**src/rtl/alu16_pkg.sv**
```systemverilog
package alu16_pkg;

    typedef enum logic [3:0] {
        OP_ADD = 4'd0,
        OP_ADC = 4'd1,
        OP_SUB = 4'd2,
        OP_CMP = 4'd3,
        OP_AND = 4'd4,
        OP_OR  = 4'd5,
        OP_XOR = 4'd6,
        OP_SHL = 4'd7,
        OP_SHR = 4'd8,
        OP_ASR = 4'd9,
        OP_SXW = 4'd10,
        OP_SET = 4'd11,
        OP_SEL = 4'd12,
        OP_MOV = 4'd13
    } alu_op_e;

    typedef enum logic [2:0] {
        CC_EQ = 3'd0,
        CC_NE = 3'd1,
        CC_CS = 3'd2,
        CC_CC = 3'd3,
        CC_MI = 3'd4,
        CC_PL = 3'd5,
        CC_VS = 3'd6,
        CC_LT = 3'd7
    } cond_e;

    // stored flag group, packed so that it maps straight onto status[3:0]
    typedef struct packed {
        logic n;
        logic z;
        logic c;
        logic v;
    } flags_t;

    localparam int FLAG_W = 4;

endpackage

```
**src/rtl/alu16_addsub.sv**
```systemverilog
module alu16_addsub #(
    parameter int W = 16
) (
    input  logic [W-1:0] a,
    input  logic [W-1:0] b,
    input  logic         do_sub,
    input  logic         use_cin,
    input  logic         cin,
    output logic [W-1:0] sum,
    output logic         cout,
    output logic         ovf
);
    logic [W-1:0] b_eff;
    logic         c0;

    always_comb begin
        b_eff       = do_sub ? ~b : b;
        c0          = do_sub ? 1'b1 : (use_cin & cin);
        {cout, sum} = {1'b0, a} + {1'b0, b_eff} + {{W{1'b0}}, c0};
        ovf         = (a[W-1] == b_eff[W-1]) && (sum[W-1] != a[W-1]);
    end
endmodule

```
**src/rtl/alu16_logsh.sv**
```systemverilog
module alu16_logsh #(
    parameter int W = 16
) (
    input  alu16_pkg::alu_op_e op,
    input  logic [W-1:0]       a,
    input  logic [W-1:0]       b,
    output logic [W-1:0]       res,
    output logic               shout
);
    import alu16_pkg::*;

    always_comb begin
        res   = '0;
        shout = 1'b0;
        case (op)
            OP_AND: res = a & b;
            OP_OR:  res = a | b;
            OP_XOR: res = a ^ b;
            OP_SHL: begin
                res   = {a[W-2:0], 1'b0};
                shout = a[W-1];
            end
            OP_SHR: begin
                res   = {1'b0, a[W-1:1]};
                shout = a[0];
            end
            OP_ASR: begin
                res   = {a[W-1], a[W-1:1]};
                shout = a[0];
            end
            default: res = '0;
        endcase
    end
endmodule

```
**src/rtl/alu16_cond.sv**
```systemverilog
module alu16_cond (
    input  alu16_pkg::flags_t fl,
    input  logic [2:0]        cond,
    output logic              hit
);
    import alu16_pkg::*;

    always_comb begin
        unique case (cond_e'(cond))
            CC_EQ: hit = fl.z;
            CC_NE: hit = ~fl.z;
            CC_CS: hit = fl.c;
            CC_CC: hit = ~fl.c;
            CC_MI: hit = fl.n;
            CC_PL: hit = ~fl.n;
            CC_VS: hit = fl.v;
            CC_LT: hit = fl.n ^ fl.v;
        endcase
    end
endmodule

```
**src/rtl/alu16_flagreg.sv**
```systemverilog
module alu16_flagreg #(
    parameter int SW = 8
) (
    input  logic              clk,
    input  logic              rst_n,
    input  logic              we,
    input  alu16_pkg::flags_t nxt,
    output alu16_pkg::flags_t cur,
    output logic [SW-1:0]     status
);
    import alu16_pkg::*;

    flags_t q;

    always_ff @(posedge clk or negedge rst_n) begin
        if (!rst_n) begin
            q <= '0;
        end else if (we) begin
            q <= nxt;
        end
    end

    assign cur    = q;
    assign status = {{(SW-FLAG_W){1'b0}}, q};

    AST_FLAG_LOAD: assert property (@(posedge clk) disable iff (!rst_n)
        we |=> (q == $past(nxt)));
endmodule

```
**src/rtl/alu16_flags.sv**
```systemverilog
module alu16_flags #(
    parameter int W     = 16,
    parameter int IMM_W = 8,
    parameter int SW    = 8
) (
    input  logic          clk,
    input  logic          rst_n,
    input  logic [3:0]    opcode,
    input  logic [2:0]    cond,
    input  logic [W-1:0]  op_a,
    input  logic [W-1:0]  op_b,
    input  logic [IMM_W-1:0] imm8,
    input  logic          use_imm,
    input  logic          flag_we,
    output logic [W-1:0]  result,
    output logic          dst_we,
    output logic [SW-1:0] status
);
    import alu16_pkg::*;

    alu_op_e      op;
    logic [W-1:0] b_opnd;
    logic [W-1:0] as_sum, ls_res;
    logic         as_cout, as_ovf, ls_out, hit, upd;
    flags_t       cur, nxt;

    assign op     = alu_op_e'(opcode);
    assign b_opnd = use_imm ? {{(W-IMM_W){1'b0}}, imm8} : op_b;

    alu16_addsub #(.W(W)) u_addsub (
        .a(op_a), .b(b_opnd),
        .do_sub((op == OP_SUB) || (op == OP_CMP)),
        .use_cin(op == OP_ADC), .cin(cur.c),
        .sum(as_sum), .cout(as_cout), .ovf(as_ovf)
    );

    alu16_logsh #(.W(W)) u_logsh (
        .op(op), .a(op_a), .b(b_opnd), .res(ls_res), .shout(ls_out)
    );

    alu16_cond u_cond (.fl(cur), .cond(cond), .hit(hit));

    always_comb begin
        result = '0;
        dst_we = 1'b1;
        upd    = 1'b0;
        nxt    = cur;
        case (op)
            OP_ADD, OP_ADC, OP_SUB, OP_CMP: begin
                result = as_sum;
                upd    = 1'b1;
                dst_we = (op != OP_CMP);
                nxt    = '{n: as_sum[W-1], z: (as_sum == '0), c: as_cout, v: as_ovf};
            end
            OP_AND, OP_OR, OP_XOR: begin
                result = ls_res;
                upd    = 1'b1;
                nxt.n  = ls_res[W-1];
                nxt.z  = (ls_res == '0);
            end
            OP_SHL, OP_SHR, OP_ASR: begin
                result = ls_res;
                upd    = 1'b1;
                nxt    = '{n: ls_res[W-1], z: (ls_res == '0), c: ls_out, v: 1'b0};
            end
            OP_SXW: begin
                result = {W{op_a[W-1]}};
                upd    = 1'b1;
                nxt.n  = op_a[W-1];
                nxt.z  = ~op_a[W-1];
            end
            OP_SET: result = {{(W-1){1'b0}}, hit};
            OP_SEL: result = hit ? op_a : b_opnd;
            OP_MOV: result = b_opnd;
            default: begin
                result = '0;
                dst_we = 1'b0;
            end
        endcase
    end

    alu16_flagreg #(.SW(SW)) u_flags (
        .clk(clk), .rst_n(rst_n), .we(flag_we & upd),
        .nxt(nxt), .cur(cur), .status(status)
    );

    AST_CMP_NO_WRITE: assert property (@(posedge clk) disable iff (!rst_n)
        (op == OP_CMP) |-> !dst_we);
    AST_FLAGS_HOLD: assert property (@(posedge clk) disable iff (!rst_n)
        !flag_we |=> $stable(status));
    AST_SETSEL_KEEP: assert property (@(posedge clk) disable iff (!rst_n)
        ((op == OP_SET) || (op == OP_SEL) || (op == OP_MOV)) |=> $stable(status));
    AST_LOGIC_ZERO: assert property (@(posedge clk) disable iff (!rst_n)
        (flag_we && ((op == OP_AND) || (op == OP_OR) || (op == OP_XOR)))
        |=> (status[2] == ($past(result) == '0)));
    AST_SET_BOOL: assert property (@(posedge clk) disable iff (!rst_n)
        (op == OP_SET) |-> (result[W-1:1] == '0));
    AST_SXW_FILL: assert property (@(posedge clk) disable iff (!rst_n)
        (op == OP_SXW) |-> ((result == '0) || (result == '1)));
endmodule

```
**config.mk**
```make
export PLATFORM = sky130hd
export DESIGN_NAME = alu16_flags
export DESIGN_NICKNAME = d
export VERILOG_FILES = /design/src/rtl/alu16_pkg.sv /design/src/rtl/alu16_addsub.sv /design/src/rtl/alu16_logsh.sv /design/src/rtl/alu16_cond.sv /design/src/rtl/alu16_flagreg.sv /design/src/rtl/alu16_flags.sv
export SDC_FILE = /design/constraint.sdc
export NUM_CORES = 1
export LEC_CHECK = 0
export BUFFER_PORTS_ARGS = -buffer_cell sky130_fd_sc_hd__buf_2
export CAP_MARGIN = 30
export CORE_MARGIN = 2
export CORE_UTILIZATION = 42
export CTS_CLUSTER_SIZE = 8
export DETAILED_ROUTE_END_ITERATION = 8
export PLACE_DENSITY = 0.62
export SLEW_MARGIN = 20
export SYNTH_ARGS = -nofsm -noshare
export SYNTH_HDL_FRONTEND = slang
export SYNTH_HIERARCHICAL = 1
export SYNTH_SLANG_ARGS = --single-unit
```
**constraint.sdc**
```tcl
create_clock -name clk -period 6.95 [get_ports clk]
set_clock_uncertainty 0.1 [all_clocks]
set_input_delay 0.695 -clock clk [delete_from_list [all_inputs] [get_ports clk]]
set_output_delay 0.695 -clock clk [all_outputs]
set_load 0.02 [all_outputs]
```
==> out/qor.yml, run 1 <==
pwr:
  power_uw: 417
  irDropWorstVdd_uv: 51.1
  p_leak_nw: 1.84
  power_density_nw_per_um2: 116
yosys:
  ys_types: 68
  ys_seq_elements: 4
  synth_ff_type: "dfrtp_1"
  syn-cell-area_um2: 3280
  ys_async_sr_fraction_pct: 100
  synth_warnings: 6
  synth_top_area_share_pct: 17.9
  synth_area_leader_cell: "ha_1"
  synth.most_common_cell: "ha_1"
  synth.area.top_cells: "ha_1 (18%), mux2_2 (9.3%), a22oi_1 (6.6%)"
  synth_cells: 411
  ys_seq_area_share_pct: 3.05
  synth-edff-count: 0
  avgSynthCellArea_um2: 7.98
  yosys-top-cells-count: "ha_1 (47), nand2_1 (44), inv_1 (42)"
clocking:
  cts_resized: 0
  htreeDepth: 1
  clk_pin_slew_ps: 30
  cts_tree: "built"
  cts_root_buf: "clkbuf_8"
  cts_sinks: 4
  cts_setup_buffers: 0
  cts_buffer_depth: 2
  cts_made_buffers: 3
  clk_latency_ps: 220
  cts_hold_buffers: 0
cells_and_area:
  layout-drive-gt1-share_pct: 29.0
  instances_no_fill: 564
  largest_reg_flops: 4
  n_fill_cell: 785
  antenna_cells: 0
  fin_nets: 564
  final-seq-area_um2: 100
  syn_to_final_growth_pct: 10.0
  multiInputGateArea_um2: 2790
setup_path:
  cpPeakStageDelay_ps: 400
  cp_max_fo: 17
  cp.required_ps: 6150
  ff2ff_path_depth: 13
  path_cells: "buf_2 > inv_2 > nor3_2 > buf_4 > xor2_1 > fa_1 > inv_1 > fa_1 > nor2b_1 > o31a_1 > o21ai_2 > o31ai_1 > a21oi_1 > xnor2_1 > a221oi_1 > nand2_1 > buf_2"
  start_kind: "input pin"
  r2r_start: "u_flags/cur[1]"
  arrival_ps: 4070
  timing.rr.end: "u_flags/cur[2]"
  crit_slowest_cell: "fa_1"
  r2r_slack_ps: 3580
  cp-end-kind: "output pin"
  path_class: "in -> out"
floorplan:
  die_h_um: 92.4
  std_cell_rows: 32
  core_um2: 7650
  initial_core_util_pct: 42.9
  boundaryPins: 76
  die_w_um: 92.4
  die-area_um2: 8530
sta:
  hold_violations: 0
  fmax_mhz: 205
  setup_viol: 0
  min_period_over_period_pct: 70.0
  worst_slew_pin_slew_ps: 958
  drv_slew: 0
  finalCriticalPeriod_ps: 4870
  fin_setup_tns_ps: 0
  timing.hold.ws_ps: 175
  relSlewSlack_pct: 35.6
  rsz0062_at_grt: "no"
placed_design:
  dpl.hpwl_um: 7100
  place_congestion: 0.968
  io_buffers: 71
  placed_cells: 561
worst_hold_path:
  hold_path_class: "in -> async"
global_route:
  grt_usage_pct: 22.2
  antenna_found_initial: 0
  grt_max_degree: 30
  grt_pass1_vias: 3208
  overflow: 0
  grt_pass1_wl_um: 15700
job:
  drv_cap: 0
route:
  wl_um: 9460
  via_count: 3313
  drt_first_pass_iters: 4
  via_per_inst: 5.87
  drt_iter0_drc: 188
  drc: 0
  drtAntennaViolNets: 0
  avgRoutedWirePerCell_um: 16.8
outcome:
  status: "complete, no violations"
==> worst max-delay path, delay by kind of cell <==
family / cells / cell delay [ps]
AO/OA/AOI/OAI: 5 / 980
XOR/XNOR: 2 / 380
adder cells (fa/ha/maj): 2 / 620
buffers and inverters: 5 / 990
AND/OR/NAND/NOR: 3 / 390
==> cell usage in the layout (no fill, tap or decap), types with 3 or more instances in the layout <==
master     n
a221o_1    3
buf_4      3
mux2_2    27
nor4_1     9
a22oi_1   29
and2b_1    4
conb_1     4
xor2_1    23
buf_2     71
nand3_1    3
inv_1     42
dfrtp_1    4
nand4_1    3
a21o_1     5
clkbuf_8   3
nand2_1   44
a221oi_1  15
nor2_1     7
ha_1      47
nand2b_2   3
o211ai_2  11
and3_1     4
nand2b_1   5
o21ai_0   13
a21oi_1   14
xnor2_1    7
o211ai_1   6
nor2b_1    8
==> per-stage QoR <==
stage | instance area [um2] | worst slack [ps] | utilization (%)
after detailed placement | 3570 | 2150 | 46.7
after global routing | 3610 | 1790 | 47.2
final | 3610 | 2080 | 47.2
after floorplan | 3290 | 2360 | -
after global placement | 3560 | 2260 | 46.5
after CTS | 3610 | 2130 | 47.2
==> final cells by class <==
cell class | count | share of cell area [%]
Timing Repair Buffer | 75 | 10.8
Clock buffer | 3 | 1.14
Inverter | 44 | 4.58
Sequential cell | 4 | 2.77
Tap cell | 102 | 3.54
Multi-Input combinational cell | 336 | 77.2
==> per-layer routing <==
| layer | up-vias | share of wire (%) | wire length [um] | GRT usage, % |
|---|---|---|---|---|
| met2 | 112 | 48 | 4570 | 39.8 |
| li1 | 1598 | - | - | - |
| met5 | - | 0 | 0 | 0 |
| met1 | 1594 | 46 | 4390 | 29.1 |
| met4 | 0 | 1.1 | 103 | 5.35 |
| met3 | 9 | 4.2 | 394 | 1.22 |
==> worst max-delay path by stage <==
stage	slack, ps	cells past startpoint	endpoint	from
after global placement	2260	17	result[14]	opcode[1]
after global routing	1790	17	result[14]	opcode[1]
after CTS	2130	17	result[14]	opcode[1]
after floorplan	2360	15	result[13]	opcode[1]
final	2080	17	result[14]	opcode[1]
after detailed placement	2150	17	result[14]	opcode[1]
==> cells by family (layout without fill, tap and decap cells) <==
kind of cell	after synthesis	after routing	synth area share (%)
compound gates	117	117	28.1
simple gates	106	106	18.8
buf+inv	74	122	12.5
fa+ha+maj	49	49	19.1
xor+xnor	30	30	8.01
mux	30	30	10.2
flops	4	4	3.05
other cells	1	4	0.114
==> power breakdown <==
part           switching [mW]  internal (mW)  leakage (nW)
combinational           0.197          0.134          1.77
sequential            0.00788         0.0285        0.0532
clock                  0.0132         0.0370        0.0216
total                   0.218          0.199          1.84
Note: power is estimated with default switching activity, not from simulation.
==> inputs of run 2 (changes only) <==
- ABC_AREA: unset -> 1
- PLACE_DENSITY: 0.62 -> 0.6
- clock period: 6.95 -> 4.6 ns (I/O delays scaled with it)
==> run 2 against run 1 <==
Net effect:
- hold slack gained 280 ps
- die area grew 23%
- flip-flop and latch count is the same
- cell area grew 24%
==> out/qor.yml, run 2 <==
outcome:
  status: "complete, no violations"
route:
  avgRoutedWirePerCell_um: 13.5
  wl_um: 12800
  via_per_inst: 4.90
  drc: 0
  drt_iter0_drc: 299
  via_count: 4614
  drt_first_pass_iters: 5
  drtAntennaViolNets: 0
global_route:
  grt_max_degree: 43
  grt_pass1_vias: 4209
  grt_pass1_wl_um: 20200
  grt_usage_pct: 24.0
  antenna_found_initial: 0
  overflow: 0
clocking:
  htreeDepth: 1
  cts_buffer_depth: 2
  clk_latency_ps: 210
  cts_setup_buffers: 0
  cts_sinks: 4
  cts_root_buf: "clkbuf_8"
  cts_resized: 0
  cts_hold_buffers: 1
  cts_made_buffers: 3
  clk_pin_slew_ps: 30
  cts_tree: "built"
sta:
  min_period_over_period_pct: 86.9
  drv_slew: 0
  timing.hold.ws_ps: 453
  rsz0062_at_grt: "no"
  relSlewSlack_pct: 43.9
  fin_setup_tns_ps: 0
  setup_viol: 0
  worst_slew_pin_slew_ps: 840
  hold_violations: 0
  finalCriticalPeriod_ps: 4000
  fmax_mhz: 250
pwr:
  intPower_uw: 290
  p_leak_nw: 2.88
  irDropWorstVdd_uv: 160
  switching_share_pct: 58.9
  switching_power_uw: 415
  power_uw: 704
  seq_power_share_pct: 7.2
  clkPwrFrac_pct: 10.1
  power_density_nw_per_um2: 157
  p_comb_share_pct: 82.7
placed_design:
  place_congestion: 0.948
  io_buffers: 71
  dpl.hpwl_um: 10700
setup_path:
  crit_buf_inv: 5
  cp_max_fo: 10
  critPathTopFamily: "simple AND/OR/NAND/NOR gates"
  arrival_ps: 3440
  cp.required_ps: 4040
  start_kind: "input pin"
  path_class: "in -> out"
  path_cells: "buf_2 > nor2_2 > inv_2 > nor2_2 > buf_4 > xor2_1 > fa_1 > inv_1 > fa_1 > o21ai_2 > nand2_1 > nand2_2 > nand2_2 > nand3_1 > nand2_1 > nand2_1 > a21boi_1 > nand2_1 > buf_2"
  cpPeakStageDelay_ps: 440
  crit_slowest_cell: "fa_1"
  cp-end-kind: "output pin"
  crit_top_cell: "nand2_1"
yosys:
  ys_seq_area_share_pct: 2.45
  synth_warnings: 6
  yosys-top-cells-count: "nand2_1 (241), inv_1 (117), nor2_1 (103)"
  synth-edff-count: 0
  ys_async_sr_fraction_pct: 100
  synth_cells: 758
  syn-cell-area_um2: 4080
  avgSynthCellArea_um2: 5.38
  ys_types: 41
  synth_area_leader_cell: "nand2_1"
  synth.most_common_cell: "nand2_1"
  synth.area.top_cells: "nand2_1 (22%), ha_1 (14%), inv_1 (11%)"
  synth_ff_type: "dfrtp_1"
  ys_seq_elements: 4
  synth_top_area_share_pct: 22.2
floorplan:
  boundaryPins: 76
  die_h_um: 103
  die_w_um: 103
  die-area_um2: 10500
  std_cell_rows: 35
  initial_core_util_pct: 43.7
  core_um2: 9330
cells_and_area:
  largest_reg_flops: 4
  layout-drive-gt1-share_pct: 16.1
  antenna_cells: 0
  syn_to_final_growth_pct: 10.0
  layout_commonest_cell: "nand2_1"
  layout_common_cells: "nand2_1 (241), inv_1 (117), nor2_1 (102)"
  fin_nets: 915
  final_util_pct: 48.1
job:
  drv_cap: 0
worst_hold_path:
  hold_path_class: "reg -> reg"
==> run 2: cell count changes in the layout (fill, tap and decap cells not counted), moves of 14 or more <==
cell	change
a221oi_1	-15
mux2_2	-27
nand2_1	+197
nand3b_1	+18
nand3_1	+76
a22oi_1	-29
nor2_1	+95
nand2_2	+14
inv_1	+75
==> run 2: power by group through the flow <==
stage	combinational (mW)	clock [mW]	sequential, mW
floorplan	0.430	0	0.0477
global placement	0.575	0	0.0507
detailed placement	0.578	0	0.0508
CTS	0.581	0.0736	0.0503
global route	0.653	0.0762	0.0514
finish	0.583	0.0713	0.0505
==> run 2: worst paths after layout <==
path,from,end,slack [ps],cells after the start
setup reg to reg,u_flags/cur[1],u_flags/cur[2],1890,14
max in group asynchronous,rst_n,u_flags/cur[3],3810,2
setup / recovery,opcode[3],result[14],600,19
hold reg to reg,u_flags/cur[2],u_flags/cur[2],450,2
hold / removal,u_flags/cur[2],u_flags/cur[2],450,2
min in group asynchronous,rst_n,u_flags/cur[1],480,2
==> run 2: kinds of logic after synthesis <==
logic type	after synthesis	share of synthesized area, %
other	1	0.0920
AO/OA/AOI/OAI	33	5.28
flip-flops	4	2.45
buffers and inverters	157	17.2
adder cells (fa/ha/maj)	49	15.4
AND/OR/NAND/NOR	487	53.6
XOR/XNOR	27	5.98
==> run 2: per-layer routing <==
layer | part of all wire (%) | up-vias | GRT usage (%)
li1 | - | 2421 | -
met1 | 48 | 2081 | 33.5
met2 | 47 | 104 | 41.8
met3 | 4.2 | 8 | 1.56
met4 | 0.55 | 0 | 2.77
met5 | 0 | - | 0
==> run 2: worst reg2reg max path, cell delays in order (launching register included) <==
cell and delay, ps:
dfrtp_1 420, a21o_1 200, fa_1 420, inv_1 110, fa_1 260, o21ai_2 120
a21o_1 200, xor2_1 160, nor2_1 110, nand2_1 70, nor2_1 150, nand3_1 100
nand3_1 100, nand2_1 60, nand2_1 80
==> run 2: final cells by class <==
type	instances	area (um2)
clock buffers	3	41.3
fillers	1069	4840
inverters	128	480
multi-input cells	600	3290
flip-flops and latches	4	100
well taps	129	161
repair buffers	78	410
==> run 2: through the flow <==
stage / instances / setup WS, ps / area [um2]
after global placement: 938 / 731 / 4430
final: 942 / 602 / 4490
after detailed placement: 938 / 630 / 4430
after CTS: 942 / 615 / 4490
after floorplan: 761 / 1040 / 4090
after global routing: 942 / 330 / 4490
